--- src/rtl/gfr_pkg.sv ---
package gfr_pkg;

  localparam int unsigned BYTE_W = 8;

  typedef enum logic [1:0] {
    VERDICT_NONE = 2'd0,
    VERDICT_GOOD = 2'd1,
    VERDICT_BAD  = 2'd2
  } verdict_e;

endpackage

--- src/rtl/sat_down_timer.sv ---
module sat_down_timer #(
  parameter int unsigned CNT_W  = 8,
  parameter int unsigned RELOAD = 5
) (
  input  logic             clk,
  input  logic             rst_n,
  input  logic             load,
  input  logic             tick,
  output logic [CNT_W-1:0] count
);

  localparam logic [CNT_W-1:0] RELOAD_V = CNT_W'(RELOAD);
  localparam logic [CNT_W-1:0] ONE_V    = CNT_W'(1);

  always_ff @(posedge clk or negedge rst_n) begin
    if (!rst_n) begin
      count <= '0;
    end else if (load) begin
      count <= RELOAD_V;
    end else if (tick && count != '0) begin
      count <= count - ONE_V;
    end
  end

  // load wins over tick
  p_reload_r3: assert property (@(posedge clk) disable iff (!rst_n)
    load |=> count == RELOAD_V);

  // saturation at zero
  p_floor_r3: assert property (@(posedge clk) disable iff (!rst_n)
    (!load && tick && count == '0) |=> count == '0);

  // one step per tick
  p_step_r4: assert property (@(posedge clk) disable iff (!rst_n)
    (!load && tick && count != '0) |=> count == $past(count) - ONE_V);

  p_idle_hold_r4: assert property (@(posedge clk) disable iff (!rst_n)
    (!load && !tick) |=> $stable(count));

endmodule

--- src/rtl/seeded_xor_check.sv ---
module seeded_xor_check #(
  parameter int unsigned DATA_W = 8,
  parameter int unsigned N      = 5,
  parameter int unsigned SEED   = 8'h5A
) (
  input  logic [N*DATA_W-1:0] bytes_in,
  input  logic [DATA_W-1:0]   check_byte,
  output logic                match
);

  logic [DATA_W-1:0] acc [N+1];

  assign acc[0] = DATA_W'(SEED);

  for (genvar k = 0; k < N; k++) begin : g_fold
    assign acc[k+1] = acc[k] ^ bytes_in[k*DATA_W +: DATA_W];
  end

  assign match = (acc[N] == check_byte);

endmodule

--- src/rtl/frame_assembler.sv ---
module frame_assembler
  import gfr_pkg::*;
#(
  parameter int unsigned DATA_W    = BYTE_W,
  parameter int unsigned FRAME_LEN = 6,
  parameter int unsigned SEED      = 8'h5A,
  localparam int unsigned PAY_N    = FRAME_LEN - 1,
  localparam int unsigned PAY_W    = PAY_N * DATA_W
) (
  input  logic              clk,
  input  logic              rst_n,
  input  logic              byte_acc,
  input  logic [DATA_W-1:0] byte_data,
  input  logic              err_any,
  input  logic              gap_zero,
  output logic              frame_done,
  output logic              frame_good,
  output logic              frame_bad,
  output logic [PAY_W-1:0]  payload
);

  localparam int unsigned IDX_W = (FRAME_LEN > 2) ? $clog2(FRAME_LEN) : 1;
  localparam logic [IDX_W-1:0] LAST_IDX = IDX_W'(FRAME_LEN - 1);
  localparam logic [IDX_W-1:0] ONE_IDX  = IDX_W'(1);

  logic [IDX_W-1:0] idx;
  logic [IDX_W-1:0] eff_idx;
  logic [PAY_W-1:0] cap_flat;
  logic             last_byte;
  logic             chk_ok;
  verdict_e         verdict_d, verdict_q;

  // a lapsed gap counter forces the incoming byte to position zero
  assign eff_idx   = gap_zero ? '0 : idx;
  assign last_byte = byte_acc && (eff_idx == LAST_IDX);
  assign frame_done = last_byte;

  for (genvar k = 0; k < PAY_N; k++) begin : g_slot
    always_ff @(posedge clk or negedge rst_n) begin
      if (!rst_n) begin
        cap_flat[k*DATA_W +: DATA_W] <= '0;
      end else if (byte_acc && eff_idx == IDX_W'(k)) begin
        cap_flat[k*DATA_W +: DATA_W] <= byte_data;
      end
    end
  end

  seeded_xor_check #(
    .DATA_W (DATA_W),
    .N      (PAY_N),
    .SEED   (SEED)
  ) u_check (
    .bytes_in   (cap_flat),
    .check_byte (byte_data),
    .match      (chk_ok)
  );

  always_ff @(posedge clk or negedge rst_n) begin
    if (!rst_n) begin
      idx <= '0;
    end else if (err_any) begin
      idx <= '0;
    end else if (byte_acc) begin
      idx <= last_byte ? '0 : eff_idx + ONE_IDX;
    end
  end

  always_comb begin
    verdict_d = VERDICT_NONE;
    if (last_byte) verdict_d = chk_ok ? VERDICT_GOOD : VERDICT_BAD;
  end

  always_ff @(posedge clk or negedge rst_n) begin
    if (!rst_n) begin
      verdict_q <= VERDICT_NONE;
      payload   <= '0;
    end else begin
      verdict_q <= verdict_d;
      if (last_byte && chk_ok) payload <= cap_flat;
    end
  end

  assign frame_good = (verdict_q == VERDICT_GOOD);
  assign frame_bad  = (verdict_q == VERDICT_BAD);

  p_range_r1: assert property (@(posedge clk) disable iff (!rst_n)
    idx <= LAST_IDX);

  p_advance_r1: assert property (@(posedge clk) disable iff (!rst_n)
    (byte_acc && !gap_zero && idx != LAST_IDX) |=> idx == $past(idx) + ONE_IDX);

  p_restart_r2: assert property (@(posedge clk) disable iff (!rst_n)
    (byte_acc && gap_zero && FRAME_LEN > 1) |=> idx == ONE_IDX);

  p_one_verdict_r5: assert property (@(posedge clk) disable iff (!rst_n)
    !(frame_good && frame_bad));

  p_wrap_r6: assert property (@(posedge clk) disable iff (!rst_n)
    last_byte |=> idx == '0);

  p_err_clear_r7: assert property (@(posedge clk) disable iff (!rst_n)
    err_any |=> (idx == '0 && !frame_good && !frame_bad));

  p_pay_hold_r8: assert property (@(posedge clk) disable iff (!rst_n)
    !frame_good |-> $stable(payload));

endmodule

--- src/rtl/gap_framed_rx.sv ---
module gap_framed_rx
  import gfr_pkg::*;
#(
  parameter int unsigned DATA_W     = BYTE_W,
  parameter int unsigned FRAME_LEN  = 6,
  parameter int unsigned SEED       = 8'h5A,
  parameter int unsigned GAP_TICKS  = 5,
  parameter int unsigned DONE_TICKS = 20,
  parameter int unsigned TMR_W      = 8,
  localparam int unsigned PAY_W     = (FRAME_LEN - 1) * DATA_W
) (
  input  logic              clk,
  input  logic              rst_n,
  input  logic              in_valid,
  output logic              in_ready,
  input  logic [DATA_W-1:0] in_data,
  input  logic              err_overrun,
  input  logic              err_framing,
  input  logic              err_parity,
  input  logic              tick,
  output logic              frame_good,
  output logic              frame_bad,
  output logic [PAY_W-1:0]  payload,
  output logic [TMR_W-1:0]  done_timer
);

  localparam logic [TMR_W-1:0] DONE_V = TMR_W'(DONE_TICKS);

  logic             err_any;
  logic             byte_acc;
  logic             frame_done;
  logic [TMR_W-1:0] gap_cnt;
  logic             gap_zero;

  assign in_ready = 1'b1;
  assign err_any  = err_overrun | err_framing | err_parity;
  // error wins over a byte in the same cycle
  assign byte_acc = in_valid && in_ready && !err_any;
  assign gap_zero = (gap_cnt == '0);

  sat_down_timer #(
    .CNT_W  (TMR_W),
    .RELOAD (GAP_TICKS)
  ) u_gap (
    .clk   (clk),
    .rst_n (rst_n),
    .load  (byte_acc),
    .tick  (tick),
    .count (gap_cnt)
  );

  sat_down_timer #(
    .CNT_W  (TMR_W),
    .RELOAD (DONE_TICKS)
  ) u_done (
    .clk   (clk),
    .rst_n (rst_n),
    .load  (frame_done),
    .tick  (tick),
    .count (done_timer)
  );

  frame_assembler #(
    .DATA_W    (DATA_W),
    .FRAME_LEN (FRAME_LEN),
    .SEED      (SEED)
  ) u_asm (
    .clk        (clk),
    .rst_n      (rst_n),
    .byte_acc   (byte_acc),
    .byte_data  (in_data),
    .err_any    (err_any),
    .gap_zero   (gap_zero),
    .frame_done (frame_done),
    .frame_good (frame_good),
    .frame_bad  (frame_bad),
    .payload    (payload)
  );

  p_done_on_verdict_r4: assert property (@(posedge clk) disable iff (!rst_n)
    (frame_good || frame_bad) |-> done_timer == DONE_V);

  p_err_drops_byte_r7: assert property (@(posedge clk) disable iff (!rst_n)
    (in_valid && err_any) |=> $stable(payload));

endmodule

--- config.mk ---
export PLATFORM = sky130hd
export DESIGN_NAME = gap_framed_rx
export DESIGN_NICKNAME = d
export VERILOG_FILES = /design/src/rtl/gfr_pkg.sv /design/src/rtl/sat_down_timer.sv /design/src/rtl/seeded_xor_check.sv /design/src/rtl/frame_assembler.sv /design/src/rtl/gap_framed_rx.sv
export SDC_FILE = /design/constraint.sdc
export NUM_CORES = 1
export LEC_CHECK = 0
export BUFFER_PORTS_ARGS = -buffer_cell sky130_fd_sc_hd__clkbuf_2
export CAP_MARGIN = 10
export CORE_MARGIN = 4
export CORE_UTILIZATION = 55
export CTS_CLUSTER_SIZE = 25
export DETAILED_ROUTE_END_ITERATION = 10
export PLACE_DENSITY = 0.78
export SLEW_MARGIN = 5
export SYNTH_ARGS = -nofsm -noshare
export SYNTH_HDL_FRONTEND = slang
export SYNTH_SLANG_ARGS = --single-unit
--- constraint.sdc ---
create_clock -name clk -period 3.53 [get_ports clk]
set_clock_uncertainty 0.2 [all_clocks]
set_input_delay 0.1765 -clock clk [delete_from_list [all_inputs] [get_ports clk]]
set_output_delay 0.1765 -clock clk [all_outputs]
set_load 0.03 [all_outputs]
==> results of run 1 <==
-- worst paths after layout --
path,start,end,depth (start not counted)
min,err_framing,u_asm.idx[2]$_DFFE_PN0P_,3
max reg2reg,u_gap.count[0]$_DFFE_PN0P_,u_asm.payload[18]$_DFFE_PN0P_,11
max,u_gap.count[0]$_DFFE_PN0P_,u_asm.payload[18]$_DFFE_PN0P_,11
min reg2reg,u_asm.payload[1]$_DFFE_PN0P_,u_asm.payload[1]$_DFFE_PN0P_,1
min in group asynchronous,rst_n,u_asm.payload[19]$_DFFE_PN0P_,2
max in group asynchronous,rst_n,u_asm.payload[16]$_DFFE_PN0P_,3
-- sequential cells by signal, summed over array words and instances, names as in the netlist --
register and flops:
u_asm.cap_flat 40, u_asm.idx 3, u_gap.count 8, u_asm.verdict_q 2
u_done.count 8, u_asm.payload 40
-- metrics by stage --
stage	cell area (µm²)	utilization	std cells	total power (W)
global placement	4970	0.630	487	0.00195
global route	5290	0.671	516	0.00283
CTS	5290	0.671	516	0.00270
finish	5290	0.671	516	0.00268
detailed placement	4970	0.630	487	0.00197
floorplan	4550	-	325	0.00180
-- report_power, final --
group          leakage (nW)  internal, W  switching [W]
Combinational          1.30     0.000257       0.000309
Clock                 0.100     0.000329       0.000391
Sequential             1.36      0.00127       0.000121
Total                  2.77      0.00186       0.000821
-- kinds of logic (layout without fill, tap and decap cells) --
family,after synthesis,count (layout),synth area share
flip-flops,101,101,0.555
multiplexers,80,80,0.198
AND/OR/NAND/NOR,57,57,0.0665
XOR/XNOR,44,44,0.109
AO/OA/AOI/OAI,17,17,0.0253
buffers and inverters,16,105,0.0209
adder cells (fa/ha/maj),9,9,0.0247
other,1,1,0.000824
-- worst max-delay path: stages, from the launching register on --
cell and delay [ps]:
dfrtp_1 400, inv_1 100, ha_1 150, nor3b_1 360, nand2_1 110, and2_1 210
inv_1 80, ha_1 210, nand4_1 240, nor3_4 260, buf_4 360, mux2_2 390
-- final cells by class --
type	count	area share
flip-flops and latches	101	0.478
multi-input cells	208	0.365
well taps	102	0.0241
inverters	7	0.00496
repair buffers	82	0.0927
clock inverters	6	0.0118
clock buffers	10	0.0241
-- per-layer routing --
| layer | track usage | routed length, µm | share of wire |
|---|---|---|---|
| met1 | 0.252 | 3830 | 0.46 |
| met2 | 0.289 | 3910 | 0.47 |
| met3 | 0.0318 | 369 | 0.045 |
| met4 | 0.0662 | 131 | 0.016 |
| met5 | 0 | 0 | 0 |
-- cell usage in the layout, fill, tap and decap left out, drive strengths merged, types with 2 or more instances in the layout --
| cell | count |
|---|---|
| a21o | 2 |
| a21oi | 6 |
| a22o | 2 |
| and2 | 2 |
| buf | 6 |
| clkbuf | 73 |
| clkinv | 4 |
| dfrtp | 101 |
| dlygate4sd3 | 13 |
| ha | 9 |
| inv | 8 |
| mux2 | 80 |
| nand2 | 12 |
| nand3 | 2 |
| nand4 | 4 |
| nor2 | 18 |
| nor2b | 2 |
| nor3 | 2 |
| nor4 | 3 |
| o21ai | 2 |
| or3 | 2 |
| or4 | 3 |
| xnor2 | 26 |
| xnor3 | 8 |
| xor2 | 10 |
==> metrics.txt, run 1 <==
# TYPE chip_impl_metric gauge
chip_impl_info{name="synthMostInstantiatedCell",value="dfrtp_1"} 1
chip_impl_metric{name="gr_usage_total",unit=""} 0.182
chip_impl_metric{name="post-cts-setup-buffers",unit=""} 0
chip_impl_metric{name="largest_net_degree_at_the_start_of_global_routing",unit=""} 82
chip_impl_metric{name="synthesis.instances",unit=""} 325
chip_impl_metric{name="floorplan.rows",unit=""} 32
chip_impl_metric{name="post_cts_resized",unit=""} 0
chip_impl_info{name="synth_top_cells_by_count",value="dfrtp_1 (101), mux2_2 (78), xnor2_1 (26)"} 1
chip_impl_metric{name="drive_above_1_share",unit=""} 0.396
chip_impl_metric{name="insertion_delay",unit="ps"} 350
chip_impl_metric{name="cts_buffer_depth",unit=""} 2
chip_impl_metric{name="share_of_flip_flops_with_an_asynchronous_set_or_reset",unit=""} 1.00
chip_impl_metric{name="hold-worst-slack",unit="ps"} 45.5
chip_impl_metric{name="leakagePower",unit="nW"} 2.77
chip_impl_metric{name="drt.antenna.violating_nets",unit=""} 0
chip_impl_metric{name="synth_seq_area_share",unit=""} 0.555
chip_impl_metric{name="place.detailed.hpwl",unit="µm"} 5670
chip_impl_metric{name="ctsHtreeMaxLevel",unit=""} 3
chip_impl_info{name="netlist.top_cell.by_area",value="dfrtp_1"} 1
chip_impl_metric{name="synth_edf_count",unit=""} 0
chip_impl_metric{name="fillers",unit=""} 579
chip_impl_metric{name="period_utilization_post_route",unit=""} 0.906
chip_impl_metric{name="ys.warnings.count",unit=""} 0
chip_impl_metric{name="dp_slack",unit="ps"} 320
chip_impl_metric{name="crit_required",unit="ps"} 3580
chip_impl_info{name="timing.critical_path.from_type",value="flop"} 1
chip_impl_metric{name="pin_count",unit=""} 66
chip_impl_metric{name="timing.slew.headroom",unit=""} 0.334
chip_impl_metric{name="clock_sinks",unit=""} 101
chip_impl_metric{name="hold_viol",unit=""} 0
chip_impl_metric{name="timing.final.max_slew_violations",unit=""} 0
chip_impl_metric{name="reg2reg_setup_slack",unit="ps"} 330
chip_impl_metric{name="worst_setup_hold_path_clk_slew",unit="ps"} 100
chip_impl_metric{name="floorplan.die.height",unit="µm"} 99.0
chip_impl_metric{name="multi_input_comb_area",unit="mm²"} 0.00193
chip_impl_metric{name="drt_pre_antenna_iters",unit=""} 4
chip_impl_metric{name="grt_first_pass_wirelength",unit="µm"} 14100
chip_impl_metric{name="number_of_max_cap_violations",unit=""} 0
chip_impl_metric{name="setup_tns",unit="ps"} 0
chip_impl_info{name="cp-end-kind",value="flop"} 1
chip_impl_metric{name="antenna-diode-count",unit=""} 0
chip_impl_metric{name="post_synth_instance_area",unit="mm²"} 0.00455
chip_impl_metric{name="areaGrowthSynthToFinish",unit="%"} 16.2
chip_impl_metric{name="final_worst_path_period_need",unit="ps"} 3200
chip_impl_metric{name="critical_path_peak_fanout",unit=""} 27
chip_impl_metric{name="setup-violations-final",unit=""} 0
chip_impl_metric{name="synthDistinctLibCells",unit=""} 40
chip_impl_metric{name="vias",unit=""} 2749
chip_impl_metric{name="setup_ws",unit="ps"} 332
chip_impl_info{name="synth_flop_cell",value="dfrtp_1"} 1
chip_impl_metric{name="start_util",unit=""} 0.577
chip_impl_metric{name="synth_top_cell_area_share",unit=""} 0.555
chip_impl_metric{name="worst_slew_pin_slew",unit="ps"} 999
chip_impl_metric{name="seqCellArea",unit="mm²"} 0.00253
chip_impl_metric{name="initialDrtViolationCount",unit=""} 77
chip_impl_info{name="rsz0062_at_grt",value="no"} 1
chip_impl_info{name="path_class",value="flop to flop"} 1
chip_impl_info{name="tritoncts",value="yes"} 1
chip_impl_metric{name="postSynthNetCount",unit=""} 349
chip_impl_metric{name="globalRouteOverflowTotal",unit=""} 0
chip_impl_metric{name="postSynthRegisterBits",unit=""} 101
chip_impl_metric{name="route.detailed.vias_per_inst",unit=""} 5.33
chip_impl_metric{name="die_x",unit="µm"} 99.0
chip_impl_info{name="run_status",value="complete, no violations"} 1
chip_impl_metric{name="drc",unit=""} 0
chip_impl_metric{name="detail_route.wirelength",unit="µm"} 8240
chip_impl_info{name="min_path_type",value="input pin to flop"} 1
chip_impl_metric{name="routed_wire_length_per_instance",unit="µm"} 16.0
chip_impl_metric{name="number_of_global_route_vias_before_repair",unit=""} 2840
chip_impl_metric{name="achievable-frequency",unit="MHz"} 313
chip_impl_metric{name="final_nets",unit=""} 433
chip_impl_metric{name="p_per_area",unit="mW/mm²"} 506
chip_impl_info{name="root_buffer",value="clkbuf_8"} 1
chip_impl_metric{name="port-buffer-count",unit=""} 64
chip_impl_metric{name="crit_arrival",unit="ps"} 3240
chip_impl_metric{name="std_cell_core_area",unit="mm²"} 0.00789
chip_impl_metric{name="place.gp.congestion",unit=""} 0.782
chip_impl_metric{name="grt_antenna_before_repair",unit=""} 0
chip_impl_metric{name="die_area",unit="mm²"} 0.00980
chip_impl_metric{name="cts_hold_buf",unit=""} 13
chip_impl_metric{name="ir_worst_vdd",unit="mV"} 0.391
chip_impl_metric{name="cts_buffers",unit=""} 9
chip_impl_metric{name="synthesis.area_per_instance",unit="µm²"} 14.0
chip_impl_info{name="top_area_cells_in_the_synthesized_netlist",value="dfrtp_1 (56%), mux2_2 (19%), xnor2_1 (5.0%), xnor3_1 (4.0%), ha_1 (2.5%)"} 1
(Power assumes the default switching activity.)
==> run 2: changes to the inputs <==
Settings changed: CORE_UTILIZATION 55 to 39, PLACE_DENSITY 0.78 to 0.61.
Clock period 3.53 ns to 2.7 ns, I/O delays scaled along.
==> metrics.txt, run 2 (synthesis gave the netlist of run 1 again) <==
# TYPE chip_impl_metric gauge
chip_impl_info{name="root_buffer",value="clkbuf_16"} 1
chip_impl_info{name="run_status",value="complete, no violations"} 1
chip_impl_metric{name="p_clk_frac",unit=""} 0.354
chip_impl_info{name="final_common_cell",value="dfrtp_1"} 1
chip_impl_info{name="rsz0062_at_grt",value="yes"} 1
chip_impl_metric{name="max_stage_delay",unit="ps"} 380
chip_impl_metric{name="largest_net_degree_at_the_start_of_global_routing",unit=""} 43
chip_impl_info{name="cell_type_group_with_the_largest_total_delay_on_the_critical_path",value="simple AND/OR/NAND/NOR gates"} 1
chip_impl_metric{name="switching_power_summed_over_all_nets",unit="W"} 0.00117
chip_impl_metric{name="place.detailed.hpwl",unit="µm"} 6210
chip_impl_metric{name="gr_usage_total",unit=""} 0.142
chip_impl_info{name="tritoncts",value="yes"} 1
chip_impl_info{name="cp_slowest_cell",value="dfrtp_1"} 1
chip_impl_metric{name="start_util",unit=""} 0.399
chip_impl_metric{name="achievable-frequency",unit="MHz"} 373
chip_impl_metric{name="cts_buffer_depth",unit=""} 2
chip_impl_metric{name="number_of_global_route_vias_before_repair",unit=""} 2815
chip_impl_metric{name="cts_buffers",unit=""} 9
chip_impl_metric{name="post-route-cell-area",unit="mm²"} 0.00568
chip_impl_info{name="crit_chain",value="inv_1, ha_1, nor3b_4, nand2_2, and2_4, inv_4, ha_4, nand4_1, nor3_4, buf_4, buf_6, mux2_2"} 1
chip_impl_metric{name="post_layout_instance_count_excluding_filler_cells",unit=""} 574
chip_impl_metric{name="setup_tns",unit="ps"} 0
chip_impl_info{name="timing.critical_path.from_type",value="flop"} 1
chip_impl_metric{name="hold_viol",unit=""} 0
chip_impl_metric{name="globalRouteOverflowTotal",unit=""} 0
chip_impl_metric{name="areaGrowthSynthToFinish",unit="%"} 24.6
chip_impl_metric{name="drc",unit=""} 0
chip_impl_metric{name="std_cell_core_area",unit="mm²"} 0.0114
chip_impl_metric{name="route.detailed.vias_per_inst",unit=""} 4.96
chip_impl_metric{name="number_of_max_cap_violations",unit=""} 0
chip_impl_metric{name="power.switching_fraction",unit=""} 0.292
chip_impl_info{name="cp-end-kind",value="flop"} 1
chip_impl_metric{name="floorplan.rows",unit=""} 39
chip_impl_metric{name="crit_required",unit="ps"} 2720
chip_impl_metric{name="drt.antenna.violating_nets",unit=""} 0
chip_impl_metric{name="leakagePower",unit="nW"} 2.92
chip_impl_metric{name="final_worst_path_period_need",unit="ps"} 2680
chip_impl_info{name="path_class",value="flop to flop"} 1
chip_impl_metric{name="port-buffer-count",unit=""} 64
chip_impl_metric{name="fin_total_pwr",unit="W"} 0.00402
chip_impl_metric{name="place.gp.congestion",unit=""} 0.846
chip_impl_metric{name="ir_worst_vdd",unit="mV"} 0.491
chip_impl_metric{name="sequentialPowerShare",unit=""} 0.455
chip_impl_metric{name="timing.slew.headroom",unit=""} 0.569
chip_impl_metric{name="antenna-diode-count",unit=""} 0
chip_impl_metric{name="path_buf_inv",unit=""} 4
chip_impl_metric{name="dpl.cell_count",unit=""} 538
chip_impl_metric{name="final_nets",unit=""} 450
chip_impl_info{name="layout_top_registers",value="u_asm.cap_flat: 40 flops, u_asm.payload: 40 flops"} 1
chip_impl_metric{name="grt_antenna_before_repair",unit=""} 0
chip_impl_metric{name="initialDrtViolationCount",unit=""} 105
chip_impl_metric{name="detail_route.wirelength",unit="µm"} 8880
chip_impl_metric{name="crit_arrival",unit="ps"} 2700
chip_impl_metric{name="die_area",unit="mm²"} 0.0135
chip_impl_metric{name="worst_slew_pin_slew",unit="ps"} 640
chip_impl_metric{name="period_utilization_post_route",unit=""} 0.993
chip_impl_metric{name="setup-violations-final",unit=""} 0
chip_impl_metric{name="clock_sinks",unit=""} 101
chip_impl_metric{name="power.internal",unit="W"} 0.00285
chip_impl_metric{name="drt_pre_antenna_iters",unit=""} 4
chip_impl_metric{name="vias",unit=""} 2847
chip_impl_metric{name="power.combinational.fraction",unit=""} 0.191
chip_impl_info{name="layout.cells.most_common_list",value="dfrtp_1 (101), mux2_2 (78), clkbuf_2 (63)"} 1
chip_impl_metric{name="grt_first_pass_wirelength",unit="µm"} 14700
chip_impl_metric{name="p_per_area",unit="mW/mm²"} 709
chip_impl_metric{name="insertion_delay",unit="ps"} 350
chip_impl_metric{name="pin_count",unit=""} 66
chip_impl_metric{name="die_x",unit="µm"} 116
chip_impl_metric{name="drive_above_1_share",unit=""} 0.441
chip_impl_metric{name="postPlaceCellArea",unit="mm²"} 0.00515
chip_impl_metric{name="worst_setup_hold_path_clk_slew",unit="ps"} 70
chip_impl_metric{name="critical_path_peak_fanout",unit=""} 7
chip_impl_metric{name="floorplan.die.height",unit="µm"} 116
chip_impl_metric{name="ctsHtreeMaxLevel",unit=""} 3
chip_impl_metric{name="timing.final.max_slew_violations",unit=""} 0
chip_impl_info{name="min_path_type",value="input pin to flop"} 1
chip_impl_metric{name="routed_wire_length_per_instance",unit="µm"} 15.5
==> run 2: cell types whose count changed in the layout (fill, tap and decap cells not counted), moves of 2 or more <==
cell and delta:
buf_4 +13, clkbuf_16 +9, clkbuf_8 -9, buf_6 +3
clkinv_2 -3, inv_6 +3, inv_1 -2
==> run 2: routing by layer <==
layer,up-vias,global-route usage,wire length (µm)
met2,62,0.216,4140
met1,1422,0.197,4120
met3,11,0.0303,478
met4,0,0.0603,136
li1,1352,-,-
met5,-,0,0
==> run 2: power by group through the flow <==
stage	logic [W]	clock network, W	registers, W
after floorplan	0.000447	0	0.00194
after global placement	0.000739	0	0.00185
after detailed placement	0.000752	0	0.00186
after CTS	0.000770	0.00146	0.00183
after global routing	0.000855	0.00152	0.00186
final	0.000768	0.00142	0.00183
==> run 2: area by class of cell <==
class,count,area (µm²)
fill,1025,5740
clock inverter,7,104
tap,143,179
clock buffer,9,225
sequential,101,2530
timing repair buffer,99,642
multi-input combinational,208,1970
inverter,7,28.8
==> run 2: final timing paths <==
check                                                  start                            end  slack [ps]  depth (start not counted)
min in group asynchronous                              rst_n  u_asm.payload[19]$_DFFE_PN0P_         110                          2
worst min-delay path                             err_overrun     u_gap.count[2]$_DFFE_PN0P_          30                          4
worst max-delay path              u_gap.count[1]$_DFFE_PN0P_  u_asm.payload[30]$_DFFE_PN0P_          20                         12
max in group asynchronous                              rst_n     u_gap.count[4]$_DFFE_PN0P_        1440                          3
worst max register to register    u_gap.count[1]$_DFFE_PN0P_  u_asm.payload[30]$_DFFE_PN0P_          20                         12
worst min register to register  u_asm.payload[1]$_DFFE_PN0P_   u_asm.payload[1]$_DFFE_PN0P_         300                          1
==> run 2: repair_timing <==
item / CTS / global route
endpoints found under the hold margin: 83 / 0
resized for setup: 0 / 6
hold buffers: 13 / 0
setup endpoints to repair: 0 / 40
buffers inserted: 0 / 6
==> run 2: metrics by stage <==
| stage | hold slack (ps) | setup WS [ps] | util |
|---|---|---|---|
| detailed placement | -48.7 | 47.0 | 0.451 |
| floorplan | -361 | -9.19 | - |
| CTS | 17.3 | 16.6 | 0.491 |
| global route | 44.5 | -153 | 0.497 |
| global placement | -46.7 | 128 | 0.451 |
| finish | 31.1 | 20.0 | 0.497 |
==> run 2: worst register-to-register path, cell delays in order (launching register included) <==
cell and delay, ps:
dfrtp_1 380, inv_1 100, ha_1 150, nor3b_4 230, nand2_2 110, and2_4 160
inv_4 60, ha_4 120, nand4_1 160, nor3_4 260, buf_4 160, buf_6 120
mux2_2 340
==> run 3: changes to the inputs <==
Settings changed: ABC_AREA set to 1.
==> metrics.txt, run 3 <==
# TYPE chip_impl_metric gauge
chip_impl_metric{name="worstRegToRegCells",unit=""} 14
chip_impl_metric{name="die_x",unit="µm"} 123
chip_impl_metric{name="number_of_max_cap_violations",unit=""} 0
chip_impl_metric{name="synthesis.area_per_instance",unit="µm²"} 7.84
chip_impl_metric{name="timing.final.max_slew_violations",unit=""} 0
chip_impl_metric{name="worst_slew_pin_slew",unit="ps"} 599
chip_impl_info{name="min_path_type",value="input pin to async pin"} 1
chip_impl_metric{name="areaGrowthSynthToFinish",unit="%"} 17.2
chip_impl_metric{name="drive_above_1_share",unit=""} 0.155
chip_impl_metric{name="achievable-frequency",unit="MHz"} 396
chip_impl_metric{name="final_worst_path_period_need",unit="ps"} 2520
chip_impl_metric{name="die_area",unit="mm²"} 0.0151
chip_impl_metric{name="pin_count",unit=""} 66
chip_impl_metric{name="cts_buffers",unit=""} 9
chip_impl_info{name="cp_slowest_cell",value="dfrtp_1"} 1
chip_impl_metric{name="largest_net_degree_at_the_start_of_global_routing",unit=""} 60
chip_impl_metric{name="drt_pre_antenna_iters",unit=""} 5
chip_impl_info{name="netlist.top_cell.by_area",value="dfrtp_1"} 1
chip_impl_metric{name="ys.warnings.count",unit=""} 0
chip_impl_metric{name="port-buffer-count",unit=""} 64
chip_impl_info{name="synthMostInstantiatedCell",value="nand2_1"} 1
chip_impl_metric{name="final_nets",unit=""} 755
chip_impl_info{name="top_area_cells_in_the_synthesized_netlist",value="dfrtp_1 (49%), nand2_1 (18%), inv_1 (5.6%), nand4_1 (4.9%), nand3_1 (3.4%)"} 1
chip_impl_info{name="cp-end-kind",value="flop"} 1
chip_impl_metric{name="hold_viol",unit=""} 0
chip_impl_metric{name="critical_path_peak_fanout",unit=""} 20
chip_impl_metric{name="synthesis.instances",unit=""} 657
chip_impl_metric{name="p_per_area",unit="mW/mm²"} 656
chip_impl_info{name="layout.cells.most_common_list",value="nand2_1 (250), dfrtp_1 (101), inv_1 (77)"} 1
chip_impl_metric{name="postPlaceCellArea",unit="mm²"} 0.00561
chip_impl_metric{name="routed_wire_length_per_instance",unit="µm"} 13.7
chip_impl_metric{name="fin_total_pwr",unit="W"} 0.00396
chip_impl_metric{name="post-route-cell-area",unit="mm²"} 0.00604
chip_impl_metric{name="share_of_flip_flops_with_an_asynchronous_set_or_reset",unit=""} 1.00
chip_impl_info{name="synth_top_cells_by_count",value="nand2_1 (250), dfrtp_1 (101), inv_1 (77)"} 1
chip_impl_metric{name="post_layout_instance_count_excluding_filler_cells",unit=""} 906
chip_impl_metric{name="crit_required",unit="ps"} 2780
chip_impl_metric{name="detail_route.wirelength",unit="µm"} 12400
chip_impl_info{name="final_common_cell",value="nand2_1"} 1
chip_impl_metric{name="postSynthNetCount",unit=""} 681
chip_impl_metric{name="grt_first_pass_wirelength",unit="µm"} 20400
chip_impl_metric{name="leakagePower",unit="nW"} 3.26
chip_impl_metric{name="insertion_delay",unit="ps"} 350
chip_impl_info{name="rsz0062_at_grt",value="no"} 1
chip_impl_metric{name="grt_antenna_before_repair",unit=""} 0
chip_impl_info{name="layout_top_registers",value="u_asm.cap_flat: 40 flops, u_asm.payload: 40 flops"} 1
chip_impl_metric{name="setup-violations-final",unit=""} 0
chip_impl_info{name="tritoncts",value="yes"} 1
chip_impl_metric{name="setup_tns",unit="ps"} 0
chip_impl_metric{name="vias",unit=""} 4464
chip_impl_metric{name="crit_arrival",unit="ps"} 2610
chip_impl_metric{name="std_cell_core_area",unit="mm²"} 0.0128
chip_impl_metric{name="max_stage_delay",unit="ps"} 360
chip_impl_metric{name="route.detailed.vias_per_inst",unit=""} 4.93
chip_impl_metric{name="synth_edf_count",unit=""} 0
chip_impl_metric{name="post_synth_instance_area",unit="mm²"} 0.00515
chip_impl_metric{name="number_of_global_route_vias_before_repair",unit=""} 4109
chip_impl_metric{name="clock_sinks",unit=""} 101
chip_impl_metric{name="floorplan.die.height",unit="µm"} 123
chip_impl_metric{name="synth_top_cell_area_share",unit=""} 0.491
chip_impl_metric{name="synthDistinctLibCells",unit=""} 29
chip_impl_metric{name="worst_setup_hold_path_clk_slew",unit="ps"} 70
chip_impl_metric{name="initialDrtViolationCount",unit=""} 351
chip_impl_metric{name="start_util",unit=""} 0.403
chip_impl_metric{name="drt.antenna.violating_nets",unit=""} 0
chip_impl_info{name="synth_flop_cell",value="dfrtp_1"} 1
chip_impl_info{name="root_buffer",value="clkbuf_16"} 1
chip_impl_info{name="crit_chain",value="inv_1, ha_1, nand3_1, nor2_4, nor2_1, ha_1, inv_1, nor2_2, nand2_4, clkinv_2, nand3_4, buf_4, nand2_1, nand2_1"} 1
chip_impl_info{name="path_class",value="flop to flop"} 1
chip_impl_metric{name="postSynthRegisterBits",unit=""} 101
chip_impl_info{name="timing.critical_path.from_type",value="flop"} 1
chip_impl_metric{name="synth_seq_area_share",unit=""} 0.491
chip_impl_metric{name="timing.slew.headroom",unit=""} 0.600
chip_impl_info{name="run_status",value="complete, no violations"} 1
chip_impl_metric{name="period_utilization_post_route",unit=""} 0.934
chip_impl_metric{name="ctsHtreeMaxLevel",unit=""} 3
chip_impl_metric{name="drc",unit=""} 0
chip_impl_metric{name="globalRouteOverflowTotal",unit=""} 0
chip_impl_metric{name="floorplan.rows",unit=""} 41
chip_impl_metric{name="place.detailed.hpwl",unit="µm"} 8920
chip_impl_metric{name="cts_buffer_depth",unit=""} 2
chip_impl_metric{name="ir_worst_vdd",unit="mV"} 0.282
chip_impl_metric{name="place.gp.congestion",unit=""} 0.840
chip_impl_metric{name="dpl.cell_count",unit=""} 880
chip_impl_metric{name="gr_usage_total",unit=""} 0.172
chip_impl_metric{name="antenna-diode-count",unit=""} 0
[run 3: worst max-delay path, delay by kind of cell (launching register included)]
kind                     cells  cell delay [ps]
flip-flops                   1              360
buffers and inverters        4              620
AND/OR/NAND/NOR              8              880
adder cells (fa/ha/maj)      2              380
[run 3: stage by stage]
stage	util	setup slack [ps]	hold WS [ps]
4_1_cts	0.472	110	156
3_3_place_gp	0.439	244	-28.2
5_1_grt	0.473	14.3	182
3_5_place_dp	0.439	128	-29.0
2_1_floorplan	-	502	-361
6_report	0.473	178	123
[run 3: repair_timing]
item	4_1_cts	5_1_grt
setup endpoints to repair	0	30
endpoints found under the hold margin	87	0
resized for setup	0	2
setup buffers	0	0
hold buffers	12	0
[run 3: area by class of cell]
class | count | area (µm²)
Sequential cell | 101 | 2530
Clock inverter | 1 | 30.0
Clock buffer | 13 | 270
Tap cell | 172 | 215
Inverter | 84 | 317
Multi-Input combinational cell | 448 | 2120
Fill cell | 1264 | 6740
Timing Repair Buffer | 87 | 554
[run 3: path summary, 6_finish.rpt]
path | from | end | slack (ps)
worst max-delay path | u_gap.count[0]$_DFFE_PN0P_ | u_asm.payload[36]$_DFFE_PN0P_ | 180
worst min-delay path | rst_n | u_asm.payload[36]$_DFFE_PN0P_ | 120
worst max register to register | u_gap.count[0]$_DFFE_PN0P_ | u_asm.payload[36]$_DFFE_PN0P_ | 180
worst min register to register | u_asm.payload[10]$_DFFE_PN0P_ | u_asm.payload[10]$_DFFE_PN0P_ | 270
max in group asynchronous | rst_n | u_asm.payload[23]$_DFFE_PN0P_ | 1470
min in group clk | err_parity | u_gap.count[2]$_DFFE_PN0P_ | 210
[run 3: cell families (layout without fill, tap and decap cells)]
kind of cell,count (synthesis),count (layout),synth area share
buffers and inverters,108,185,0.0972
adders and majority gates,9,9,0.0219
AOI/OAI and AO/OA,67,67,0.0680
DFF,101,101,0.491
xor gates and xnor gates,2,2,0.00340
other,1,1,0.000728
and+or+nand+nor,369,369,0.318
[run 3: report_power, final]
part | internal (W) | switching, W
clock | 0.000785 | 0.000540
combinational | 0.000271 | 0.000548
sequential | 0.00166 | 0.000156
[run 3: layer usage]
metal	global-route usage	vias to the layer above	wire length [µm]
li1	-	2235	-
met1	0.239	2137	5890
met2	0.274	80	5910
met3	0.0288	12	412
met4	0.0588	0	187
met5	0	-	0
